`src/rtl/tmr_irq_pkg.sv`:
```
package tmr_irq_pkg;
  localparam int N_SRC   = 5;
  localparam int N_GRP   = 3;
  localparam int N_OVR   = 2;
  localparam int CODE_W  = 3;

  // source positions
  localparam int SRC_WRAP = 0;
  localparam int SRC_CMP0 = 1;
  localparam int SRC_CMP1 = 2;
  localparam int SRC_CAP0 = 3;
  localparam int SRC_CAP1 = 4;

  // register addresses
  localparam logic [1:0] ADDR_BASE = 2'd0;
  localparam logic [1:0] ADDR_MASK = 2'd1;
  localparam logic [1:0] ADDR_FLAG = 2'd2;

  localparam int MASK_GEN_BIT = 7;

  // group index 0 is the most urgent group
  function automatic int src_group(input int s);
    case (s)
      SRC_CAP0, SRC_CAP1: return 0;
      SRC_CMP0, SRC_CMP1: return 1;
      default:            return 2;
    endcase
  endfunction

  function automatic logic [CODE_W-1:0] grp_code(input int g);
    case (g)
      0:       return 3'b000;
      1:       return 3'b100;
      default: return 3'b110;
    endcase
  endfunction

  // which source each overrun bit watches
  function automatic int ovr_src(input int o);
    return (o == 0) ? SRC_CMP0 : SRC_CAP0;
  endfunction
endpackage

```
`src/rtl/tmr_irq_flags.sv`:
```
module tmr_irq_flags
  import tmr_irq_pkg::*;
#(
  parameter int NS = N_SRC,
  parameter int NO = N_OVR
) (
  input  logic          clk,
  input  logic          rst_n,
  input  logic [NS-1:0] evt,
  input  logic          clr_we,
  input  logic [NS-1:0] keep_pend,
  input  logic [NO-1:0] keep_ovr,
  output logic [NS-1:0] pend,
  output logic [NO-1:0] ovr
);
  logic [NS-1:0] pend_d;
  logic [NO-1:0] ovr_d;
  logic [NO-1:0] ovr_hit;

  always_comb begin
    pend_d = clr_we ? (pend & keep_pend) : pend;
    pend_d = pend_d | evt;
  end

  for (genvar o = 0; o < NO; o++) begin : g_ovr
    assign ovr_hit[o] = evt[ovr_src(o)] & pend[ovr_src(o)];
  end

  always_comb begin
    ovr_d = clr_we ? (ovr & keep_ovr) : ovr;
    ovr_d = ovr_d | ovr_hit;
  end

  always_ff @(posedge clk or negedge rst_n) begin
    if (!rst_n) begin
      pend <= '0;
      ovr  <= '0;
    end else begin
      pend <= pend_d;
      ovr  <= ovr_d;
    end
  end
endmodule

```
`src/rtl/tmr_irq_grpsel.sv`:
```
module tmr_irq_grpsel
  import tmr_irq_pkg::*;
#(
  parameter int NS = N_SRC,
  parameter int NG = N_GRP,
  parameter int CW = CODE_W
) (
  input  logic [NS-1:0] src_act,
  output logic          any_act,
  output logic [CW-1:0] code
);
  logic [NG-1:0] grp_act;

  for (genvar g = 0; g < NG; g++) begin : g_grp
    logic [NS-1:0] member;
    for (genvar s = 0; s < NS; s++) begin : g_src
      assign member[s] = (src_group(s) == g);
    end
    assign grp_act[g] = |(src_act & member);
  end

  always_comb begin
    code = grp_code(NG - 1);
    for (int g = NG - 1; g >= 0; g--) begin
      if (grp_act[g]) code = grp_code(g);
    end
  end

  assign any_act = |grp_act;
endmodule

```
`src/rtl/tmr_irq_vectorer.sv`:
```
module tmr_irq_vectorer
  import tmr_irq_pkg::*;
#(
  parameter int DATA_W = 8
) (
  input  logic              clk,
  input  logic              rst_n,
  input  logic              reg_we,
  input  logic [1:0]        reg_addr,
  input  logic [DATA_W-1:0] reg_wdata,
  output logic [DATA_W-1:0] reg_rdata,
  input  logic [N_SRC-1:0]  src_evt,
  output logic              irq_req,
  output logic [DATA_W-1:0] irq_vec,
  input  logic              irq_ack
);
  localparam int BASE_W = DATA_W - CODE_W;
  localparam logic [DATA_W-1:0] MASK_WR =
    (DATA_W'(1) << MASK_GEN_BIT) | DATA_W'((1 << N_SRC) - 1);

  logic [BASE_W-1:0] base_q;
  logic [DATA_W-1:0] mask_q;
  logic [N_SRC-1:0]  pend_q;
  logic [N_OVR-1:0]  ovr_q;
  logic [N_SRC-1:0]  src_act;
  logic              any_act;
  logic [CODE_W-1:0] sel_code;
  logic              flag_we;

  assign flag_we = reg_we && (reg_addr == ADDR_FLAG);

  always_ff @(posedge clk or negedge rst_n) begin
    if (!rst_n) begin
      base_q <= '0;
      mask_q <= '0;
    end else if (reg_we) begin
      if (reg_addr == ADDR_BASE) base_q <= reg_wdata[DATA_W-1:CODE_W];
      if (reg_addr == ADDR_MASK) mask_q <= reg_wdata & MASK_WR;
    end
  end

  tmr_irq_flags #(.NS(N_SRC), .NO(N_OVR)) u_flags (
    .clk       (clk),
    .rst_n     (rst_n),
    .evt       (src_evt),
    .clr_we    (flag_we),
    .keep_pend (reg_wdata[N_SRC-1:0]),
    .keep_ovr  (reg_wdata[N_SRC+N_OVR-1:N_SRC]),
    .pend      (pend_q),
    .ovr       (ovr_q)
  );

  assign src_act = pend_q & mask_q[N_SRC-1:0] & {N_SRC{mask_q[MASK_GEN_BIT]}};

  tmr_irq_grpsel #(.NS(N_SRC), .NG(N_GRP), .CW(CODE_W)) u_sel (
    .src_act (src_act),
    .any_act (any_act),
    .code    (sel_code)
  );

  // presentation register: frozen for the cycle after an accepted ack
  always_ff @(posedge clk or negedge rst_n) begin
    if (!rst_n) begin
      irq_req <= 1'b0;
      irq_vec <= '0;
    end else if (!(irq_req && irq_ack)) begin
      irq_req <= any_act;
      irq_vec <= {base_q, sel_code};
    end
  end

  always_comb begin
    reg_rdata = '0;
    case (reg_addr)
      ADDR_BASE: reg_rdata = {base_q, {CODE_W{1'b0}}};
      ADDR_MASK: reg_rdata = mask_q;
      ADDR_FLAG: reg_rdata[N_SRC+N_OVR-1:0] = {ovr_q, pend_q};
      default:   reg_rdata = '0;
    endcase
  end
endmodule

```
`config.mk`:
```
export PLATFORM = sky130hd
export DESIGN_NAME = tmr_irq_vectorer
export DESIGN_NICKNAME = d
export VERILOG_FILES = /design/src/rtl/tmr_irq_pkg.sv /design/src/rtl/tmr_irq_flags.sv /design/src/rtl/tmr_irq_grpsel.sv /design/src/rtl/tmr_irq_vectorer.sv
export SDC_FILE = /design/constraint.sdc
export NUM_CORES = 1
export LEC_CHECK = 0
export ABC_AREA = 1
export BUFFER_PORTS_ARGS = -buffer_cell sky130_fd_sc_hd__buf_2
export CORE_MARGIN = 2
export CORE_UTILIZATION = 30
export DETAILED_ROUTE_END_ITERATION = 10
export HOLD_SLACK_MARGIN = 0.05
export PLACE_DENSITY = 0.57
export SYNTH_ARGS = -nofsm -noshare
export SYNTH_HDL_FRONTEND = slang
export SYNTH_SLANG_ARGS = --single-unit
export TNS_END_PERCENT = 20
```
`constraint.sdc`:
```
create_clock -name clk -period 1.3 [get_ports clk]
set_clock_uncertainty 0.2 [all_clocks]
set_input_delay 0.26 -clock clk [delete_from_list [all_inputs] [get_ports clk]]
set_output_delay 0.26 -clock clk [all_outputs]
set_load 0.02 [all_outputs]
```
[Yosys cells after proc, flatten, opt, wreduce, memory -nomap -nowiden]
Index checks and enable logic that the tools add are counted.
Operators by class
  $add $sub $neg: 0
  multiply operators: 0
  div/mod/pow operators: 0
  $lt $le $gt $ge: 0
  equality and inequality tests: 2
  shift operators: 0
  mux-type cells: 6
  bitwise operators: 8
  reduce and logical (&&, ||, !) cells: 8
Operators with widths (count)
  7-bit case mux with 3 select lines: 1
  5-bit bitwise AND: 3
  5-bit 2-to-1 mux: 1
  5-bit OR: 1
  5-bit OR reduction: 1
  2-bit 2-to-1 mux: 2
  2-bit AND reduction: 2
  2-bit OR reduction: 2
  3-bit 2-to-1 mux: 1
  1-bit bitwise AND: 2
  2-bit bitwise AND: 1
  2-bit by 1-bit == test with 1-bit output (second input constant): 1
  2-bit == test (second input constant): 1
  1-bit logical AND: 2
  2-bit zero test: 1
  2-bit OR: 1
  1-bit case mux with 2 select lines: 1
Storage, ports and cells
  bits in registers: 27
  latch bits: 0
  RAM bits: 0
  bits in read-only memories: 0
  input bits: 19
  output and inout port bits: 17
  logic and storage cells: 30
  memories kept: 0

[Longest topological paths before layout]
Gate-level depths: netlist of run 1.
  word-level depth: 5
  mapped depth: 5
  gate-level depth less buffers: 5

[Cells and area by module]
A second synthesis of run 1 with hierarchy kept.
Second synthesis, totals
  cells, all modules: 183
  area total of the unflattened synthesis: 1342.5 µm²
By module, submodules not included
  tmr_irq_vectorer: instances 1, cells each 130, area each 982.2 µm²
  tmr_irq_flags: instances 1, cells each 42, area each 306.5 µm²
  tmr_irq_grpsel: instances 1, cells each 11, area each 53.8 µm²

[Worst setup path after synthesis of run 1]
OpenSTA, ideal clock, no wires.
  kind: input to output
  from: input reg_addr[1]
  to: output reg_rdata[3]
  data arrival time: 776 ps
  data required time: 840 ps
  slack: 64 ps
  cell stages on the path: 5
  cells stage by stage: inv_2 nor2_4 buf_4 nand2_1 nand3_1
On the way
  word-level cells in the longest chain between the ends: 2
Ends and longest elaborated chain
  start, declared: RTL line tmr_irq_vectorer.sv:9  | input logic [1:0] reg_addr,
  2-bit == test, or another cell as far along: RTL line tmr_irq_vectorer.sv:74  | case (reg_addr)
  7-bit case mux with 3 select lines (*): RTL line tmr_irq_vectorer.sv:74
  end, declared: RTL line tmr_irq_vectorer.sv:11  | output logic [DATA_W-1:0] reg_rdata,
Mark *: on every way between the ends. The rest lies on a longest branch, timed or not.

[Final worst setup path of run 1]
  from: register u_flags.ovr[1]
  to: output reg_rdata[6]
On the way
  word-level cells in the longest chain between the ends: 1
Ends and longest elaborated chain
  start, declared: RTL line tmr_irq_flags.sv:14  | output logic [NO-1:0] ovr
  start signal, assigned: RTL line tmr_irq_flags.sv:40  | ovr <= ovr_d;
  7-bit case mux with 3 select lines: RTL line tmr_irq_vectorer.sv:74
No other way between the ends.

==> results_dict.tcl, run 1 <==
set metrics [dict create \
    dieArea_sq_um 4543 \
    worstPathMaxFanout 3 \
    synth_top_family_by_area "simple AND/OR/NAND/NOR gates" \
    portBuffers 34 \
    num_io_pins 36 \
    placeableCoreArea_sq_um 3943 \
    first_global_vias 1103 \
    fin_tns_setup_ns -1.188 \
    final.period_utilization_pct 114.8 \
    diodes 0 \
    synth_compound_area_share_pct 4.668 \
    cell_variety_after_synth 14 \
    r2r_path_end "irq_req" \
    fin_area_sq_um 1799 \
    avgRoutedWirePerCell_microns 10.77 \
    layout.cells.most_common "sky130_fd_sc_hd__nand2_1" \
    floorplan.initialDensity_pct 30.59 \
    drt.antenna.violating_nets 0 \
    worst_hold_path.num_cells 3 \
    global_route.overflow_total 0 \
    fp-row-count 23 \
    syn_inst 149 \
    maximum_number_of_pins_on_one_net_before_global_route_repair 16 \
    die_height_microns 67.41 \
    total_power_mw 2.385 \
    hpwl_microns 2154 \
    clockBufferDepth 2 \
    yosys-mux-area-fraction_pct 0 \
    rsz_0062_raised_after_global_routing "true" \
    post-route-worst-setup-slack_ns -0.1920 \
    synth_fp_nets 168 \
    postRouteWirelength_microns 2823 \
    cellPowerDensity_nw_per_um2 1325 \
    clkSlewWorstSetupHoldPaths_ns 0.09 \
    synth_area_per_cell_sq_um 8.095 \
    netlist.area_leader.share_pct 53.94 \
    mappedNetlistArea_sq_um 1206 \
    drt_pre_antenna_iters 4 \
    ys_seq_elements 26 \
    num-nets-final 232 \
    cts_buffer_count 3 \
    antenna_violations_before_repair 0 \
    worst_setup_path_end_kind "output port" \
    area.sequential_sq_um 651.9 \
    leading_cell_types_in_the_layout_fill_and_taps_excluded "sky130_fd_sc_hd__nand2_1 (70), sky130_fd_sc_hd__buf_2 (27), sky130_fd_sc_hd__dfrtp_1 (25), sky130_fd_sc_hd__buf_4 (16), sky130_fd_sc_hd__nand3_1 (15)" \
    min_path_type "input pin to flip-flop" \
    htree_levels 1 \
    syn2layout_area_growth_pct 49.17 \
    regToRegSetupSlack_ns 0.15 \
    cap_viol_max_count 0 \
    hold_path.startpoint "reg_wdata[7]" \
    yosysSeqAreaShare_pct 53.94 \
    reg2reg_from "u_flags.pend[3]" \
    layout_cells_sized_above_1_pct 30.19 \
    dpl_cell_area_sq_um 1541 \
    synthAdderAreaFrac_pct 0 \
    filler_cell_count 404 \
    critical_path_required_ns 0.84 \
    dr_total_vias 1185 \
    die_width_microns 67.41 \
    holdPathEnd "base_q[4]" \
    post-route-min-period_ns 1.492 \
    setup_violations 8 \
    synth_xor_xnor_area_share_pct 0 \
    outcome "finished with violations" \
    detail_route.vias_per_cell 4.523 \
    clk-insertion-delay-late_ns 0.27 \
    cts.sinks 26 \
    drc 0 \
    maximum_vdd_drop_uv 946.3 \
    worstRegToRegCells 5 \
    total_leakage_power_nw 0.9703 \
    wire_length_of_the_first_global_routing_pass_microns 4836 \
    combined_area_of_the_multi_input_logic_cells_sq_um 499.2 \
    timing_hold_violations_final 0 \
    drt_iter0_markers 49 \
    cts_tree "done" \
    synth_warnings 0 \
    setup.worst_path.class "flip-flop to output port" \
    timing.fmax_ghz 0.6703 \
    critical_path_arrival_ns 1.03 \
    groute.usage.overall_pct 14.13 \
    routabilityCongestion 0.7856 \
    maxSlewViolCount 0 \
    synthTopCellsByArea "sky130_fd_sc_hd__dfrtp_1 (54%), sky130_fd_sc_hd__nand2_1 (22%), sky130_fd_sc_hd__nand3_1 (6.6%), sky130_fd_sc_hd__nand4_1 (4.1%), sky130_fd_sc_hd__inv_1 (2.8%)" \
    cts_root_buf "sky130_fd_sc_hd__clkbuf_8" \
    violations "setup timing" \
    post-synth-top-area-cell "sky130_fd_sc_hd__dfrtp_1" \
    synth_simple_gate_area_share_pct 36.00 \
    worstSetupStartpointType "flip-flop" \
]
-- power breakdown --
part	leakage, nW	switching [mW]	internal, mW
logic	0.635	0.387	0.302
registers	0.299	0.0834	0.947
clock network	0.0357	0.253	0.412
-- what timing repair did --
action,CTS,global route
setup buffers,0,4
pin swaps,5,2
endpoints found under the setup margin,8,16
gates resized for setup,11,4
endpoints found under the hold margin,37,0
hold buffers,11,0
-- kinds of logic (layout without fill, tap and decap cells) --
kind of cell / Yosys count / count (layout)
compound gates: 9 / 9
buf+inv: 14 / 77
flops: 26 / 26
other cells: 1 / 1
simple gates: 99 / 99
-- worst max path at each step --
stage	endpoint	slack, ns	startpoint
2_1_floorplan	reg_rdata[3]	0.06	reg_addr[1]
3_3_place_gp	reg_rdata[6]	-0.16	reg_addr[1]
3_5_place_dp	reg_rdata[6]	-0.17	reg_addr[1]
4_1_cts	reg_rdata[7]	-0.20	base_q[4]
5_1_grt	reg_rdata[6]	-0.24	base_q[3]
6_report	reg_rdata[6]	-0.19	u_flags.ovr[1]
-- final cells by class --
class / count / share of cell area, %
flip-flops and latches: 26 / 36.23
multi-input cells: 109 / 27.75
repair buffers: 62 / 26.29
well taps: 50 / 3.477
clock buffers: 3 / 2.295
inverters: 11 / 2.295
clock inverters: 1 / 1.669
-- per-stage QoR --
stage               instances  util, %  hold slack [ns]  setup WS, ns
detailed placement        243    39.10         -0.03834       -0.1662
CTS                       258    44.56          0.05424       -0.1966
floorplan                 149        -          -0.2356       0.06437
global route              262    45.64          0.06420       -0.2411
global placement          243    39.10         -0.03892       -0.1606
finish                    262    45.64          0.05539       -0.1920
-- critical path, cell delays in order (launching register included) --
cell and delay (ns):
sky130_fd_sc_hd__dfrtp_1 0.40, sky130_fd_sc_hd__a22o_1 0.23, sky130_fd_sc_hd__buf_6 0.13
-- per-layer routing --
metal | global-route usage, % | part of all wire [%] | vias up
met5 | 0 | 0 | -
met4 | 3.061 | 0.96 | 0
met3 | 4.333 | 6.3 | 8
met2 | 21.91 | 44 | 41
met1 | 19.45 | 48 | 529
li1 | - | - | 607
-- flip-flops by register name, indices dropped and copies added, names as in the netlist --
signal        cells
irq_req           1
base_q            5
mask_q            6
irq_vec           7
u_flags.pend      5
u_flags.ovr       2
-- Yosys cell counts --
master,count
sky130_fd_sc_hd__buf_4,2
sky130_fd_sc_hd__nand2_1,70
sky130_fd_sc_hd__nand3_1,16
sky130_fd_sc_hd__nor2_4,2
sky130_fd_sc_hd__a22o_1,3
sky130_fd_sc_hd__inv_2,2
sky130_fd_sc_hd__dfrtp_1,26
sky130_fd_sc_hd__inv_1,9
sky130_fd_sc_hd__nor2_2,1
sky130_fd_sc_hd__conb_1,1
sky130_fd_sc_hd__buf_2,1
sky130_fd_sc_hd__nand2_2,2
sky130_fd_sc_hd__nand4_1,8
sky130_fd_sc_hd__o21ai_1,6
Power figures use the tool's default switching activity.
==> run 2: changes to the inputs <==
--- a/config.mk
+++ b/config.mk
@@ -15,4 +15,3 @@
 export SYNTH_ARGS = -nofsm -noshare
 export SYNTH_HDL_FRONTEND = slang
 export SYNTH_SLANG_ARGS = --single-unit
-export TNS_END_PERCENT = 20
==> run 2 against run 1 <==
Effect of this change: the flow still finishes with violations (setup timing); first-iteration DRC count is 2.0% lower; cell count is 6.1% higher; register-to-register slack worse by 0.11 ns; clock power is 0.8% higher; sequential share of layout area is 3.8 points lower; critical path depth stayed put; fmax hardly changed; critical endpoint unchanged; highest routed layer unchanged.
==> results_dict.tcl, run 2 (synthesis results as in run 1) <==
set metrics [dict create \
    maxSlewViolCount 0 \
    die_width_microns 67.41 \
    global_route.overflow_total 0 \
    layout_cells_sized_above_1_pct 36.40 \
    drt.antenna.violating_nets 0 \
    cts_tree "done" \
    drc 0 \
    avgRoutedWirePerCell_microns 11.26 \
    critical_path_arrival_ns 1.03 \
    timing_hold_violations_final 0 \
    floorplan.initialDensity_pct 30.59 \
    cap_viol_max_count 0 \
    critical_path_required_ns 0.84 \
    num_io_pins 36 \
    worstSetupStartpointType "flip-flop" \
    diodes 0 \
    setup.worst_path.class "flip-flop to output port" \
    worst_setup_path_end_kind "output port" \
    worstRegToRegCells 6 \
    die_height_microns 67.41 \
    largest_register_ff_count 7 \
    cp-startpoint "base_q[3]" \
    reg_top3 "irq_vec: 7 flops, mask_q: 6 flops" \
    drt_pre_antenna_iters 6 \
    groute.usage.overall_pct 15.37 \
    detail_route.vias_per_cell 4.403 \
    cts_root_buf "sky130_fd_sc_hd__clkbuf_8" \
    combined_area_of_the_multi_input_logic_cells_sq_um 523.0 \
    total_power_mw 2.622 \
    violations "setup timing" \
    r2r_path_end "irq_req" \
    wire_length_of_the_first_global_routing_pass_microns 5223 \
    clkSlewWorstSetupHoldPaths_ns 0.09 \
    drt_iter0_markers 48 \
    worst_hold_path.num_cells 3 \
    setup_violations 8 \
    hold_path.startpoint "reg_wdata[7]" \
    worstPathMaxFanout 2 \
    first_global_vias 1127 \
    clk-insertion-delay-late_ns 0.27 \
    total_leakage_power_nw 1.071 \
    reg2reg_from "u_flags.pend[1]" \
    cts_buffer_count 3 \
    outcome "finished with violations" \
    cellPowerDensity_nw_per_um2 1309 \
    regToRegSetupSlack_ns 0.04 \
    timing.hold.ws_ns 0.05453 \
    antenna_violations_before_repair 0 \
    dr_total_vias 1224 \
    routabilityCongestion 0.7856 \
    rsz_0062_raised_after_global_routing "true" \
    cts.sinks 26 \
    num-nets-final 248 \
    htree_levels 1 \
    post-route-worst-setup-slack_ns -0.1917 \
    layout.cells.most_common "sky130_fd_sc_hd__nand2_1" \
    fp-row-count 23 \
    leading_cell_types_in_the_layout_fill_and_taps_excluded "sky130_fd_sc_hd__nand2_1 (67), sky130_fd_sc_hd__buf_4 (31), sky130_fd_sc_hd__dfrtp_1 (26), sky130_fd_sc_hd__buf_6 (17), sky130_fd_sc_hd__buf_2 (16)" \
    holdPathEnd "base_q[4]" \
    min_path_type "input pin to flip-flop" \
    dieArea_sq_um 4543 \
    clockBufferDepth 2 \
    final.period_utilization_pct 114.7 \
    timing.fmax_ghz 0.6704 \
    maximum_vdd_drop_uv 967.3 \
    filler_cell_count 389 \
    syn2layout_area_growth_pct 66.08 \
    portBuffers 34 \
    regMostFlops "irq_vec" \
    hpwl_microns 2154 \
    post-route-min-period_ns 1.492 \
    placeableCoreArea_sq_um 3943 \
    postRouteWirelength_microns 3130 \
    maximum_number_of_pins_on_one_net_before_global_route_repair 16 \
    area.sequential_sq_um 650.6 \
]
run 2: cell count changes in the layout (fill, tap and decap cells not counted):
cell	change
sky130_fd_sc_hd__buf_4	+15
sky130_fd_sc_hd__buf_2	-11
sky130_fd_sc_hd__buf_6	+11
sky130_fd_sc_hd__nand2_1	-3
sky130_fd_sc_hd__nand2_2	+3
sky130_fd_sc_hd__dfrtp_1	+1
sky130_fd_sc_hd__dfrtp_2	-1
sky130_fd_sc_hd__nand3_1	-1
sky130_fd_sc_hd__nand3_2	+1
sky130_fd_sc_hd__nor2_4	+1
run 2: area by class of cell:
cell class	instances	share of cell area, %
well taps	50	3.123
clock buffers	3	2.061
multi-input cells	110	26.11
inverters	11	2.061
clock inverters	1	1.499
flip-flops and latches	26	32.48
repair buffers	77	32.67
run 2: metrics by stage:
| step | setup slack, ns | TNS (ns) | cell area [sq um] | util, % | cells |
|---|---|---|---|---|---|
| 2_1_floorplan | 0.06437 | 0 | 1206 | - | 149 |
| 3_3_place_gp | -0.1606 | -1.759 | 1541 | 39.10 | 243 |
| 3_5_place_dp | -0.1662 | -1.873 | 1541 | 39.10 | 243 |
| 4_1_cts | -0.1966 | -1.127 | 1872 | 47.48 | 270 |
| 5_1_grt | -0.2405 | -1.543 | 2003 | 50.81 | 278 |
| 6_report | -0.1917 | -1.056 | 2003 | 50.81 | 278 |
run 2: routing by layer:
layer | share of wire, % | GRT usage (%) | up-vias
li1 | - | - | 639
met1 | 49 | 21.98 | 548
met2 | 46 | 23.89 | 33
met3 | 4.7 | 4.000 | 4
met4 | 0.26 | 2.296 | 0
met5 | 0 | 0 | -
run 2: power breakdown:
| group | internal, mW | switching (mW) | leakage [nW] |
|---|---|---|---|
| clock | 0.412 | 0.258 | 0.0357 |
| combinational | 0.483 | 0.431 | 0.736 |
| sequential | 0.947 | 0.0913 | 0.300 |
run 2: critical path: stages (launching register included):
cell and delay, ns:
sky130_fd_sc_hd__dfrtp_1 0.40, sky130_fd_sc_hd__a22o_1 0.23, sky130_fd_sc_hd__buf_6 0.13
run 2: timing repair:
item,CTS,global route
gates cloned,1,0
buffers inserted,11,8
gates resized for setup,18,23
pin swaps,7,5
hold endpoints to repair,37,0
setup endpoints to repair,8,16
hold buffers,11,0
run 2: how the worst max path moves through the flow:
stage	slack (ns)	to
detailed placement	-0.17	reg_rdata[6]
floorplan	0.06	reg_rdata[3]
global route	-0.24	reg_rdata[7]
CTS	-0.20	reg_rdata[7]
global placement	-0.16	reg_rdata[6]
finish	-0.19	reg_rdata[6]
